## src/rtl/dmaic_pkg.sv

```systemverilog
package dmaic_pkg;
  localparam int DATA_W = 32;
  localparam int FLD_W  = 8;

  // control word bit positions (software visible)
  localparam int B_DLY_LO = 24;
  localparam int B_THR_LO = 16;
  localparam int B_ERREN  = 14;
  localparam int B_DLYEN  = 13;
  localparam int B_CMPEN  = 12;
  localparam int B_CYC    = 6;
  localparam int B_FXW    = 5;
  localparam int B_FXR    = 4;
  localparam int B_SG     = 3;
  localparam int B_SRST   = 2;
  localparam int B_TAIL   = 1;

  // status word bit positions
  localparam int S_CMPLT = 0;
  localparam int S_DLY   = 1;
  localparam int S_ERR   = 2;

  typedef struct packed {
    logic [FLD_W-1:0] dly_val;
    logic [FLD_W-1:0] thr;
    logic             err_en;
    logic             dly_en;
    logic             cmplt_en;
    logic             cyc;
    logic             fxw;
    logic             fxr;
    logic             sg;
    logic             srst;
  } ctrl_t;

  localparam logic [FLD_W-1:0] THR_RST = 8'h01;
endpackage

```

## src/rtl/dmaic_ctrl_reg.sv

```systemverilog
module dmaic_ctrl_reg
  import dmaic_pkg::*;
#(
  parameter int SG_PRESENT = 1
) (
  input  logic              clk,
  input  logic              rst,
  input  logic              clr,
  input  logic              wr_ctrl,
  input  logic [DATA_W-1:0] wdata,
  input  logic              eng_idle,
  output ctrl_t             ctrl,
  output logic              thr_load,
  output logic [FLD_W-1:0]  thr_wval
);
  logic [FLD_W-1:0] wr_thr;
  logic             sg_ok;

  assign wr_thr   = wdata[B_THR_LO +: FLD_W];
  assign thr_wval = wr_thr;
  assign thr_load = wr_ctrl && (wr_thr != '0);
  assign sg_ok    = (SG_PRESENT != 0) && eng_idle;

  always_ff @(posedge clk) begin
    if (rst || clr) begin
      ctrl.dly_val  <= '0;
      ctrl.thr      <= THR_RST;
      ctrl.err_en   <= 1'b0;
      ctrl.dly_en   <= 1'b0;
      ctrl.cmplt_en <= 1'b0;
      ctrl.cyc      <= 1'b0;
      ctrl.fxw      <= 1'b0;
      ctrl.fxr      <= 1'b0;
      ctrl.sg       <= 1'b0;
      ctrl.srst     <= 1'b0;
    end else if (wr_ctrl) begin
      ctrl.dly_val  <= wdata[B_DLY_LO +: FLD_W];
      if (wr_thr != '0) ctrl.thr <= wr_thr;
      ctrl.err_en   <= wdata[B_ERREN];
      ctrl.dly_en   <= wdata[B_DLYEN] & ctrl.sg;
      ctrl.cmplt_en <= wdata[B_CMPEN];
      ctrl.cyc      <= wdata[B_CYC];
      ctrl.fxw      <= wdata[B_FXW];
      ctrl.fxr      <= wdata[B_FXR];
      if (sg_ok) ctrl.sg <= wdata[B_SG];
      if (wdata[B_SRST]) ctrl.srst <= 1'b1;
    end
  end

  assert_thr_nonzero_R3: assert property (@(posedge clk) disable iff (rst)
    ctrl.thr != '0);
  assert_dly_en_needs_sg_R7: assert property (@(posedge clk) disable iff (rst)
    $rose(ctrl.dly_en) |-> $past(ctrl.sg));
  assert_sg_busy_hold_R8: assert property (@(posedge clk) disable iff (rst)
    (!$past(eng_idle) && !$past(clr)) |-> $stable(ctrl.sg));
  assert_srst_sticky_R11: assert property (@(posedge clk) disable iff (rst)
    (ctrl.srst && !clr) |=> ctrl.srst);
endmodule

```

## src/rtl/dmaic_coalesce.sv

```systemverilog
module dmaic_coalesce
  import dmaic_pkg::*;
#(
  parameter int SG_PRESENT = 1
) (
  input  logic             clk,
  input  logic             rst,
  input  logic             clr,
  input  logic [FLD_W-1:0] thr,
  input  logic             thr_load,
  input  logic [FLD_W-1:0] thr_wval,
  input  logic             evt,
  output logic             hit
);
  generate
    if (SG_PRESENT != 0) begin : g_count
      logic [FLD_W-1:0] cnt;

      assign hit = evt && !thr_load && (cnt == FLD_W'(1));

      always_ff @(posedge clk) begin
        if (rst || clr)   cnt <= THR_RST;
        else if (thr_load) cnt <= thr_wval;
        else if (evt)      cnt <= (cnt == FLD_W'(1)) ? thr : cnt - 1'b1;
      end

      assert_cnt_range_R4: assert property (@(posedge clk) disable iff (rst)
        (cnt != '0) && (cnt <= thr));
    end else begin : g_direct
      assign hit = evt;
    end
  endgenerate
endmodule

```

## src/rtl/dmaic_delay.sv

```systemverilog
module dmaic_delay
  import dmaic_pkg::*;
#(
  parameter int SG_PRESENT = 1
) (
  input  logic             clk,
  input  logic             rst,
  input  logic             clr,
  input  logic [FLD_W-1:0] dly_val,
  input  logic             pkt_end,
  input  logic             tick,
  output logic             expire
);
  generate
    if (SG_PRESENT != 0) begin : g_timer
      logic             running;
      logic [FLD_W-1:0] cnt;

      assign expire = running && tick && !pkt_end && (dly_val != '0) &&
                      (cnt == dly_val - 1'b1);

      always_ff @(posedge clk) begin
        if (rst || clr) begin
          running <= 1'b0;
          cnt     <= '0;
        end else if (pkt_end) begin
          running <= 1'b1;
          cnt     <= '0;
        end else if (expire) begin
          running <= 1'b0;
          cnt     <= '0;
        end else if (running && tick && (dly_val != '0)) begin
          cnt <= cnt + 1'b1;
        end
      end
    end else begin : g_none
      assign expire = 1'b0;
    end
  endgenerate
endmodule

```

## src/rtl/dmaic_irq.sv

```systemverilog
module dmaic_irq
  import dmaic_pkg::*;
(
  input  logic              clk,
  input  logic              rst,
  input  logic              clr,
  input  logic              set_cmplt,
  input  logic              set_dly,
  input  logic              set_err,
  input  logic              wr_stat,
  input  logic [DATA_W-1:0] wdata,
  input  logic              en_cmplt,
  input  logic              en_dly,
  input  logic              en_err,
  output logic [2:0]        flags,
  output logic              irq
);
  logic [2:0] set_v, w1c_v, en_v;

  assign set_v = {set_err, set_dly, set_cmplt};
  assign en_v  = {en_err, en_dly, en_cmplt};
  assign w1c_v = wr_stat ? {wdata[S_ERR], wdata[S_DLY], wdata[S_CMPLT]} : 3'b000;

  always_ff @(posedge clk) begin
    if (rst || clr) begin
      flags <= '0;
      irq   <= 1'b0;
    end else begin
      flags <= set_v | (flags & ~w1c_v);
      irq   <= |(flags & en_v);
    end
  end

  assert_irq_cause_R9: assert property (@(posedge clk) disable iff (rst)
    $rose(irq) |-> $past(|(flags & en_v)));
  assert_err_set_wins_R10: assert property (@(posedge clk) disable iff (rst)
    (set_err && !clr) |=> flags[S_ERR]);
endmodule

```

## src/rtl/dma_irq_coalesce.sv

```systemverilog
module dma_irq_coalesce
  import dmaic_pkg::*;
#(
  parameter int ADDR_W     = 4,
  parameter int SG_PRESENT = 1,
  parameter logic [ADDR_W-1:0] CTRL_OFS = 'h0,
  parameter logic [ADDR_W-1:0] STAT_OFS = 'h4
) (
  input  logic              clk,
  input  logic              rst,
  input  logic [ADDR_W-1:0] reg_addr,
  input  logic              reg_wr,
  input  logic [31:0]       reg_wdata,
  output logic [31:0]       reg_rdata,
  input  logic              cmplt_evt,
  input  logic              pkt_end,
  input  logic              err_evt,
  input  logic              eng_idle,
  input  logic              dly_tick,
  input  logic              srst_done,
  output logic              srst_req,
  output logic              sts_cmplt,
  output logic              sts_dly,
  output logic              sts_err,
  output logic              irq
);
  localparam logic TAIL_FLAG = (SG_PRESENT != 0);

  ctrl_t            ctrl;
  logic             clr, wr_ctrl, wr_stat, thr_load, hit, expire;
  logic [FLD_W-1:0] thr_wval;
  logic [2:0]       flags;
  logic [31:0]      ctrl_word, rd_next;

  assign wr_ctrl = reg_wr && (reg_addr == CTRL_OFS);
  assign wr_stat = reg_wr && (reg_addr == STAT_OFS);
  assign clr     = ctrl.srst && srst_done;

  dmaic_ctrl_reg #(.SG_PRESENT(SG_PRESENT)) u_ctrl (
    .clk(clk), .rst(rst), .clr(clr), .wr_ctrl(wr_ctrl), .wdata(reg_wdata),
    .eng_idle(eng_idle), .ctrl(ctrl), .thr_load(thr_load), .thr_wval(thr_wval)
  );

  dmaic_coalesce #(.SG_PRESENT(SG_PRESENT)) u_coal (
    .clk(clk), .rst(rst), .clr(clr), .thr(ctrl.thr), .thr_load(thr_load),
    .thr_wval(thr_wval), .evt(cmplt_evt), .hit(hit)
  );

  dmaic_delay #(.SG_PRESENT(SG_PRESENT)) u_dly (
    .clk(clk), .rst(rst), .clr(clr), .dly_val(ctrl.dly_val),
    .pkt_end(pkt_end), .tick(dly_tick), .expire(expire)
  );

  dmaic_irq u_irq (
    .clk(clk), .rst(rst), .clr(clr),
    .set_cmplt(hit), .set_dly(expire), .set_err(err_evt),
    .wr_stat(wr_stat), .wdata(reg_wdata),
    .en_cmplt(ctrl.cmplt_en), .en_dly(ctrl.dly_en), .en_err(ctrl.err_en),
    .flags(flags), .irq(irq)
  );

  always_comb begin
    ctrl_word = '0;
    ctrl_word[B_DLY_LO +: FLD_W] = ctrl.dly_val;
    ctrl_word[B_THR_LO +: FLD_W] = ctrl.thr;
    ctrl_word[B_ERREN] = ctrl.err_en;
    ctrl_word[B_DLYEN] = ctrl.dly_en;
    ctrl_word[B_CMPEN] = ctrl.cmplt_en;
    ctrl_word[B_CYC]   = ctrl.cyc;
    ctrl_word[B_FXW]   = ctrl.fxw;
    ctrl_word[B_FXR]   = ctrl.fxr;
    ctrl_word[B_SG]    = ctrl.sg;
    ctrl_word[B_SRST]  = ctrl.srst;
    ctrl_word[B_TAIL]  = TAIL_FLAG;
  end

  always_comb begin
    rd_next = '0;
    if (reg_addr == CTRL_OFS)      rd_next = ctrl_word;
    else if (reg_addr == STAT_OFS) rd_next[2:0] = flags;
  end

  always_ff @(posedge clk) begin
    if (rst) reg_rdata <= '0;
    else     reg_rdata <= rd_next;
  end

  assign srst_req  = ctrl.srst;
  assign sts_cmplt = flags[S_CMPLT];
  assign sts_dly   = flags[S_DLY];
  assign sts_err   = flags[S_ERR];
endmodule

```

## config.mk

```make
export PLATFORM = sky130hd
export DESIGN_NAME = dma_irq_coalesce
export DESIGN_NICKNAME = d
export VERILOG_FILES = /design/src/rtl/dmaic_pkg.sv /design/src/rtl/dmaic_ctrl_reg.sv /design/src/rtl/dmaic_coalesce.sv /design/src/rtl/dmaic_delay.sv /design/src/rtl/dmaic_irq.sv /design/src/rtl/dma_irq_coalesce.sv
export SDC_FILE = /design/constraint.sdc
export NUM_CORES = 1
export LEC_CHECK = 0
export BUFFER_PORTS_ARGS = -buffer_cell sky130_fd_sc_hd__buf_2
export CAP_MARGIN = 20
export CORE_UTILIZATION = 52
export CTS_CLUSTER_SIZE = 10
export DETAILED_ROUTE_END_ITERATION = 8
export PLACE_DENSITY_LB_ADDON = 0.12
export SLEW_MARGIN = 25
export SYNTH_ARGS = -nofsm -noshare
export SYNTH_HDL_FRONTEND = slang
export SYNTH_SLANG_ARGS = --single-unit
```

## constraint.sdc

```tcl
create_clock -name clk -period 2.85 [get_ports clk]
set_clock_uncertainty 0.15 [all_clocks]
set_input_delay 0.1425 -clock clk [delete_from_list [all_inputs] [get_ports clk]]
set_output_delay 0.1425 -clock clk [all_outputs]
set_load 0.005 [all_outputs]
```

Yosys cells after proc, flatten, opt, wreduce, memory -nomap -nowiden

Cells that the tools add are included.

$add $sub $neg: 3
Equality and inequality tests: 3
Muxes and demuxes: 8
Bitwise gates (word level): 7
Reduce and logical (&&, ||, !) cells: 26

Operator list:

| operator              | count |
|---|---|
| $mux W8               | 3 |
| $reduce_bool A8 Y1    | 2 |
| $sub A8 B1 Y8 const B | 2 |
| $logic_and A1 B1 Y1   | 11 |
| $mux W3               | 3 |
| $reduce_or A3 Y1      | 3 |
| $add A8 B1 Y8 const B | 1 |
| $eq A8 B1 Y1 const B  | 1 |
| $eq A8 B8 Y1          | 1 |
| $and A3 B3 Y3         | 2 |
| $reduce_and A2 Y1     | 3 |
| $eq A4 B3 Y1 const B  | 1 |
| $logic_not A4 Y1      | 1 |
| $reduce_bool A2 Y1    | 2 |
| $not A3 Y3            | 1 |
| $or A3 B3 Y3          | 1 |
| $logic_not A1 Y1      | 2 |
| $mux W1               | 2 |
| $not A1 Y1            | 2 |
| $reduce_or A2 Y1      | 1 |
| $and A1 B1 Y1         | 1 |
| $logic_or A1 B1 Y1    | 1 |

Register bits after elaboration: 77
Input port bits: 45
Output and inout bits: 37
Logic and storage cells: 65

Depth between registers and ports, before layout

Gate-level depths: netlist of the first run.

Depth in word-level cells: 7
Mapped depth: 8
Gate-level depth less buffers: 7

Hierarchy

Synthesis of the first run repeated with hierarchy kept, for this count alone.

Cell total of the unflattened synthesis: 363
Area, all modules: 3540.9 um2

Modules (own cells, without submodules):

| module           | instances | cells each | area an instance (um2) | sequential area each (um2) |
|---|---|---|---|---|
| dmaic_ctrl_reg   | 1         | 110        | 1069.8                 | 480.5 |
| dma_irq_coalesce | 1         | 73         | 954.7                  | 520.5 |
| dmaic_delay      | 1         | 92         | 740.7                  | 180.2 |
| dmaic_coalesce   | 1         | 75         | 631.9                  | 160.2 |
| dmaic_irq        | 1         | 13         | 143.9                  | 80.1 |

Worst setup path after synthesis of the first run

No wires, ideal clock.

Kind: register -> register
From: register u_coal.g_count.cnt[0]
To: register u_coal.g_count.cnt[2]
Library setup time: 0.120 ns
Arrival: 1.909 ns
Required time: 2.580 ns
Path slack: 0.671 ns
Stages on the path, launching flop included: 8
Buffers on the path: 1
Clock period less this slack: 2.179 ns
Cell sequence: dfxtp_1 ha_1 or4b_1 buf_2 or4_1 a31o_1 nand3_1 a21oi_1

Longest elaborated chain between the ends: 4
Elaborated cells on any way between the ends: 5
Those cells by class: add/sub: 1; eq/ne: 1; mux: 3

Ends and longest elaborated chain:

| what                                                 | line                 | RTL |
|---|---|---|
| start: declaration                                   | dmaic_coalesce.sv:17 | `logic [FLD_W-1:0] cnt;` |
| start signal: assignment                             | dmaic_coalesce.sv:23 | `else if (thr_load) cnt <= thr_wval;` |
| start signal: assignment                             | dmaic_coalesce.sv:24 | `else if (evt) cnt <= (cnt == FLD_W'(1)) ? thr : cnt - 1'b1;` |
| $sub A8 B1 Y8 / $eq A8 B1 Y1 (equally long branches) | dmaic_coalesce.sv:24 |  |
| $mux W8 (*) (2 in a row)                             | dmaic_coalesce.sv:24 |  |
| $mux W8 (*)                                          | dmaic_coalesce.sv:23 |  |

Every way passes the cells marked *; elsewhere a longest branch is shown, timed or not. The select of a mux whose other input is x is not followed.
A chain may end at the register's enable or synchronous reset.

Worst setup path after layout of the first run

From: input port reg_addr[1]
To: register u_ctrl.ctrl[1] (netlist name)

Longest elaborated chain between the ends: 3

Ends and longest elaborated chain:

| what                        | line                   | RTL |
|---|---|---|
| start: declaration          | dma_irq_coalesce.sv:11 | `input logic [ADDR_W-1:0] reg_addr,` |
| $logic_not A4 Y1            | dma_irq_coalesce.sv:35 | `assign wr_ctrl = reg_wr && (reg_addr == CTRL_OFS);` |
| $logic_and A1 B1 Y1         | dma_irq_coalesce.sv:35 |  |
| $reduce_and A2 Y1 (no line) | n/a                    |  |

Every way passes these cells.

==> results of run 1 <==
critical path, cell delays in order:
cell and delay (ns):
buf_2 0.10, nor4b_1 0.51, nor2b_2 0.26, buf_4 0.30, nand3_1 0.11, dlygate4sd3_1 0.57
a21oi_1 0.11, dlygate4sd3_1 0.55
power groups by stage:
stage / Clock (mW) / Combinational (mW) / Sequential (mW)
5_1_grt: 0.848 / 0.363 / 1.08
6_report: 0.798 / 0.331 / 1.07
2_1_floorplan: 0 / 0.238 / 1.08
3_3_place_gp: 0 / 0.290 / 1.09
3_5_place_dp: 0 / 0.297 / 1.09
4_1_cts: 0.808 / 0.330 / 1.07
worst paths after layout:
kind / start / endpoint / slack (ns) / cells after the start
max reg2reg: u_coal.g_count.cnt[0] / u_coal.g_count.cnt[2] / 0.45 / 6
min reg2reg: u_ctrl.ctrl[4] / u_ctrl.ctrl[4] / 0.30 / 2
min: cmplt_evt / u_irq.flags[0] / 0.05 / 3
max: reg_addr[1] / u_ctrl.ctrl[1] / 0.32 / 8
placed cells by master, fill, tap and decap left out, drive strengths merged, types with 16 or more instances in the layout:
master | Yosys | layout
and2 | 20 | 20
buf | 10 | 74
nor3 | 17 | 17
dlygate4sd3 | 0 | 32
nand2 | 54 | 54
nor2 | 16 | 16
a21oi | 38 | 38
dfxtp | 71 | 71
kinds of logic after synthesis:
family,Yosys count
other cells,1
flops,71
buf+inv,32
mux,7
compound gates,69
fa+ha+maj,4
simple gates,145
xor+xnor,16
area by class of cell:
type / instances / area [µm²] / share of cell area
clock buffer: 10 / 138 / 0.0351
inverter: 10 / 37.5 / 0.00956
timing repair buffer: 106 / 703 / 0.179
multi-input combinational: 247 / 1480 / 0.376
clock inverter: 6 / 60.1 / 0.0153
tap: 72 / 90.1 / 0.0229
sequential: 71 / 1420 / 0.362
flip-flops by register name, summed over array words and instances (netlist names):
name / cells
reg_rdata: 26
u_coal.g_count.cnt: 8
u_dly.g_timer.running: 1
u_irq.flags: 3
u_irq.irq: 1
u_ctrl.ctrl: 24
u_dly.g_timer.cnt: 8
metal layers:
layer,wire length (µm),vias up,part of all wire,global-route usage
met1,3280,1251,0.47,0.304
met5,0,-,0,0
li1,-,1378,-,-
met4,78,0,0.011,0.100
met2,3170,98,0.46,0.390
met3,431,6,0.062,0.0419
==> flow_summary.ini, run 1 <==
[routing]
via_per_inst = 5.24
ant_nets = 0
drt_first_pass_iters = 4
wl_mm = 6.96
vias = 2733
drc = 0
wl_per_cell_um = 13.3
drt_iter0_markers = 161

[die]
ioPinCount = 82
core_um2 = 5540
initial_core_util = 0.546
fp-row-count = 27
die_w_um = 78.3
die_area_um2 = 6130
fp.dieH_um = 78.3

[synth]
synth.most_common_cell = dfxtp_1
synth_compound_area_frac = 0.143
avgSynthCellArea_um2 = 8.77
synth-xor-area-share = 0.0463
synthAdderAreaFrac = 0.0165
synth_top_area_cell = dfxtp_1
synth_top_area_share = 0.470
synth-simple-area-share = 0.251
synth_area_leaders = dfxtp_1 47%, nand2_1 6.7%, a21oi_1 6.3%, and2_1 4.1%, xor2_1 2.9%
synth_mux_area_frac = 0.0232
synth.distinct_cells = 58
yosys_warnings = 0
synth_top_family_by_area = simple AND/OR/NAND/NOR gates
synth-seq-cells = 71
synth_area_um2 = 3030
ys_async_sr_fraction = 0
seq_area_frac_synth = 0.470
synth_top_flop_cell = dfxtp_1
synth_top_cells_by_count = 71 x dfxtp_1, 54 x nand2_1, 38 x a21oi_1
synth_edf_count = 0
syn_inst = 345

[placed_design]
dpl_worst_slack_ns = 0.470
dp.cells = 474
io_buffers = 69
place.gp.congestion = 0.821
dp_hpwl_mm = 4.68
post_dp_cell_area_um2 = 3410

[finish]
antennaDiodeCount = 0
final_cells = 522
drive_above_1_share = 0.218
nets = 494
fill_cells = 465
finish.utilization = 0.709
area_growth_pct = 29.8
final_cell_area_um2 = 3930

[global_route]
grt_pass1_vias = 2569
antenna_found_initial = 0
grt_pass1_wl_mm = 11.4
grt_max_degree = 34
grt_usage = 0.237
grt.overflow.total = 0

[timing]
hold_slack_ns = 0.0503
fin_crit_ns = 2.53
setup_tns_ns = 0
drv_slew = 0
timing.fmax_mhz = 395
finalHoldViolations = 0
min_period_over_period = 0.889
setup_violations = 0
tightestPinTransition_ns = 0.720
slew-limit-headroom = 0.519
layout_setup_ws_ns = 0.316
rsz0062_at_grt = false

[flow_run]
maxCapViolations = 0

[clock_tree]
h-tree-depth = 3
cts_buffer_depth = 2
cts.clk_slew.worst_paths_ns = 0.07
cts_tree = built
cts-hold-fix-buffers = 32
ctsResizeCount = 0
clock_latency_ns = 0.33
clockRootBuffer = clkbuf_8
cts_made_buffers = 9
cts_setup_buffers = 0
cts.sinks = 71

[power_and_ir_drop]
switchingPower_uw = 580
pwr-share-seq = 0.487
switching_share = 0.264
ir_worst_vdd_v = 0.000336
power_frac_comb = 0.151
leakage_nw = 1.65
powerDensity_nw_per_um2 = 560
pwr-share-clk = 0.363
p_total_mw = 2.20
intPower_mw = 1.62

[outcome]
status = completed

[worst_hold_path]
hold_path.class = in2reg

[critical_path]
cp-end-kind = flip-flop
start_kind = input port
crit_required_ns = 2.98
arrival_ns = 2.66
worst-setup-path-type = in2reg
worstPathMaxFanout = 25
No activity file was read; power rests on OpenSTA's default activity.
==> inputs of run 2 (changes only) <==
--- a/config.mk
+++ b/config.mk
@@ -5,9 +5,11 @@
 export SDC_FILE = /design/constraint.sdc
 export NUM_CORES = 1
 export LEC_CHECK = 0
+export ABC_AREA = 1
 export BUFFER_PORTS_ARGS = -buffer_cell sky130_fd_sc_hd__buf_2
 export CAP_MARGIN = 20
-export CORE_UTILIZATION = 52
+export CORE_UTILIZATION = 55
+export CTS_BUF_LIST = sky130_fd_sc_hd__clkbuf_4
 export CTS_CLUSTER_SIZE = 10
 export DETAILED_ROUTE_END_ITERATION = 8
 export PLACE_DENSITY_LB_ADDON = 0.12
==> constraint.sdc (replaced) <==
create_clock -name clk -period 2.4 [get_ports clk]
set_clock_uncertainty 0.15 [all_clocks]
set_input_delay 0.12 -clock clk [delete_from_list [all_inputs] [get_ports clk]]
set_output_delay 0.12 -clock clk [all_outputs]
set_load 0.005 [all_outputs]
==> flow_summary.ini, run 2 <==
[outcome]
status = completed

[clock_tree]
cts_made_buffers = 9
ctsResizeCount = 0
cts.clk_slew.worst_paths_ns = 0.12
cts.sinks = 71
cts_buffer_depth = 2
h-tree-depth = 3
clock_latency_ns = 0.40
clockRootBuffer = clkbuf_4
cts_tree = built

[die]
fp.dieH_um = 77.9
core_um2 = 5540
initial_core_util = 0.571
ioPinCount = 82
die_area_um2 = 6060
die_w_um = 77.9
fp-row-count = 27

[timing]
timing.fmax_mhz = 450
rsz0062_at_grt = false
min_period_over_period = 0.926
setup_tns_ns = 0
slew-limit-headroom = 0.626
drv_slew = 0
finalHoldViolations = 0
setup_violations = 0
layout_setup_ws_ns = 0.178
tightestPinTransition_ns = 0.559
fin_crit_ns = 2.22
hold_slack_ns = 0.0573

[critical_path]
worst-setup-path-type = in2reg
worstPathMaxFanout = 21
cp-end-kind = flip-flop
arrival_ns = 2.43
slowest_delay_ns = 0.55
start_kind = input port
crit_required_ns = 2.61
cp_slowest_cell = dlygate4sd3_1
cpMostUsedCell = dlygate4sd3_1
path_cells = dlygate4sd3_1, buf_2, nor4_4, nand2_1, nand2_2, nand3_1, a21oi_1, dlygate4sd3_1

[placed_design]
dp_hpwl_mm = 5.08
io_buffers = 69
dpl_worst_slack_ns = 0.469
post_dp_cell_area_um2 = 3540
place.gp.congestion = 0.912
dp.cells = 565

[routing]
wl_per_cell_um = 11.7
vias = 3031
drt_iter0_markers = 120
via_per_inst = 4.90
drc = 0
drt_first_pass_iters = 4
wl_mm = 7.27
ant_nets = 0

[power_and_ir_drop]
powerDensity_nw_per_um2 = 739
p_total_mw = 3.02
ir_worst_vdd_v = 0.000572
leakage_nw = 1.91

[global_route]
grt.overflow.total = 0
grt_max_degree = 29
antenna_found_initial = 0
grt_pass1_wl_mm = 12.4
grt_usage = 0.261
grt_pass1_vias = 2948

[synth]
ys_async_sr_fraction = 0
synth.most_common_cell = nand2_1
synth_top_cells_by_count = 88 x nand2_1, 71 x dfxtp_1, 66 x nor2_1
seq_area_frac_synth = 0.449
synth.distinct_cells = 36
synth-seq-cells = 71
synth_area_um2 = 3170
synth_top_area_cell = dfxtp_1
synth_area_leaders = dfxtp_1 45%, nand2_1 10%, nor2_1 7.8%, inv_1 7.0%, a21oi_1 5.4%
synth_top_flop_cell = dfxtp_1
yosys_warnings = 0
syn_inst = 432
avgSynthCellArea_um2 = 7.33
synth_top_area_share = 0.449
synth_edf_count = 0

[finish]
area_growth_pct = 29.1
layout_commonest_cell = nand2_1
largest_reg_flops = 26
final_cell_area_um2 = 4090
largest-register = reg_rdata
top_regs = reg_rdata (26), u_ctrl.ctrl (24)
finish.utilization = 0.738
final_cells = 619
layout_common_cells = 88 x nand2_1, 71 x dfxtp_1, 69 x buf_2, 66 x nor2_1, 59 x inv_1
antennaDiodeCount = 0
nets = 591
drive_above_1_share = 0.194

[flow_run]
maxCapViolations = 0

[worst_hold_path]
hold_path.class = in2reg
==> run 2: changes by cell type in the layout (fill, tap and decap cells not counted), moves of 14 or more <==
| cell | before | now |
|---|---|---|
| nand3_1 | 10 | 26 |
| and2_1 | 20 | 0 |
| nand2_1 | 54 | 88 |
| nor3_1 | 16 | 1 |
| nor2_1 | 16 | 66 |
| o21ai_0 | 7 | 21 |
| inv_1 | 10 | 59 |
==> run 2: critical path, delay by kind of cell <==
kind | cells | cell delay (ns)
and+or+nand+nor | 4 | 0.92
AOI/OAI and AO/OA | 1 | 0.16
buffers and inverters | 3 | 1.22
==> run 2: timing repair <==
| action | 4_1_cts | 5_1_grt |
|---|---|---|
| hold buffers | 38 | 0 |
| hold endpoints to repair | 47 | 0 |
| buffers inserted | 0 | 0 |
==> run 2: cell type report <==
| cell class | instances | area [µm²] |
|---|---|---|
| Clock buffer | 9 | 67.6 |
| Clock inverter | 7 | 96.3 |
| Fill cell | 445 | 1450 |
| Inverter | 61 | 229 |
| Multi-Input combinational cell | 289 | 1440 |
| Sequential cell | 71 | 1420 |
| Tap cell | 72 | 90.1 |
| Timing Repair Buffer | 110 | 748 |
==> run 2: cells by family after synthesis <==
logic type / Yosys count / share of synthesized area
adder cells (fa/ha/maj): 4 / 0.0158
XOR/XNOR: 9 / 0.0249
other: 1 / 0.00118
buffers and inverters: 77 / 0.104
flip-flops: 71 / 0.449
AO/OA/AOI/OAI: 63 / 0.105
AND/OR/NAND/NOR: 207 / 0.300
==> run 2: worst paths after layout <==
| kind | startpoint | endpoint | slack (ns) | cells after the start |
|---|---|---|---|---|
| setup / recovery | reg_wdata[20] | u_irq.flags[0] | 0.18 | 8 |
| hold / removal | srst_done | u_coal.g_count.cnt[0] | 0.06 | 4 |
| setup reg to reg | u_coal.g_count.cnt[2] | u_irq.flags[0] | 0.41 | 8 |
| hold reg to reg | u_ctrl.ctrl[2] | reg_rdata[4] | 0.30 | 2 |
==> run 2: where the power goes <==
group	internal, mW	switching, mW	total [mW]
combinational	0.350	0.507	0.857
clock	0.424	0.426	0.850
sequential	1.25	0.0619	1.31
total	2.02	0.995	3.02
==> run 2: routing by layer <==
| metal | vias up | share of wire | track usage |
|---|---|---|---|
| met3 | 9 | 0.033 | 0.0565 |
| met2 | 70 | 0.52 | 0.482 |
| met4 | 0 | 0.015 | 0.111 |
| li1 | 1576 | - | - |
| met1 | 1376 | 0.43 | 0.284 |
| met5 | - | 0 | 0 |
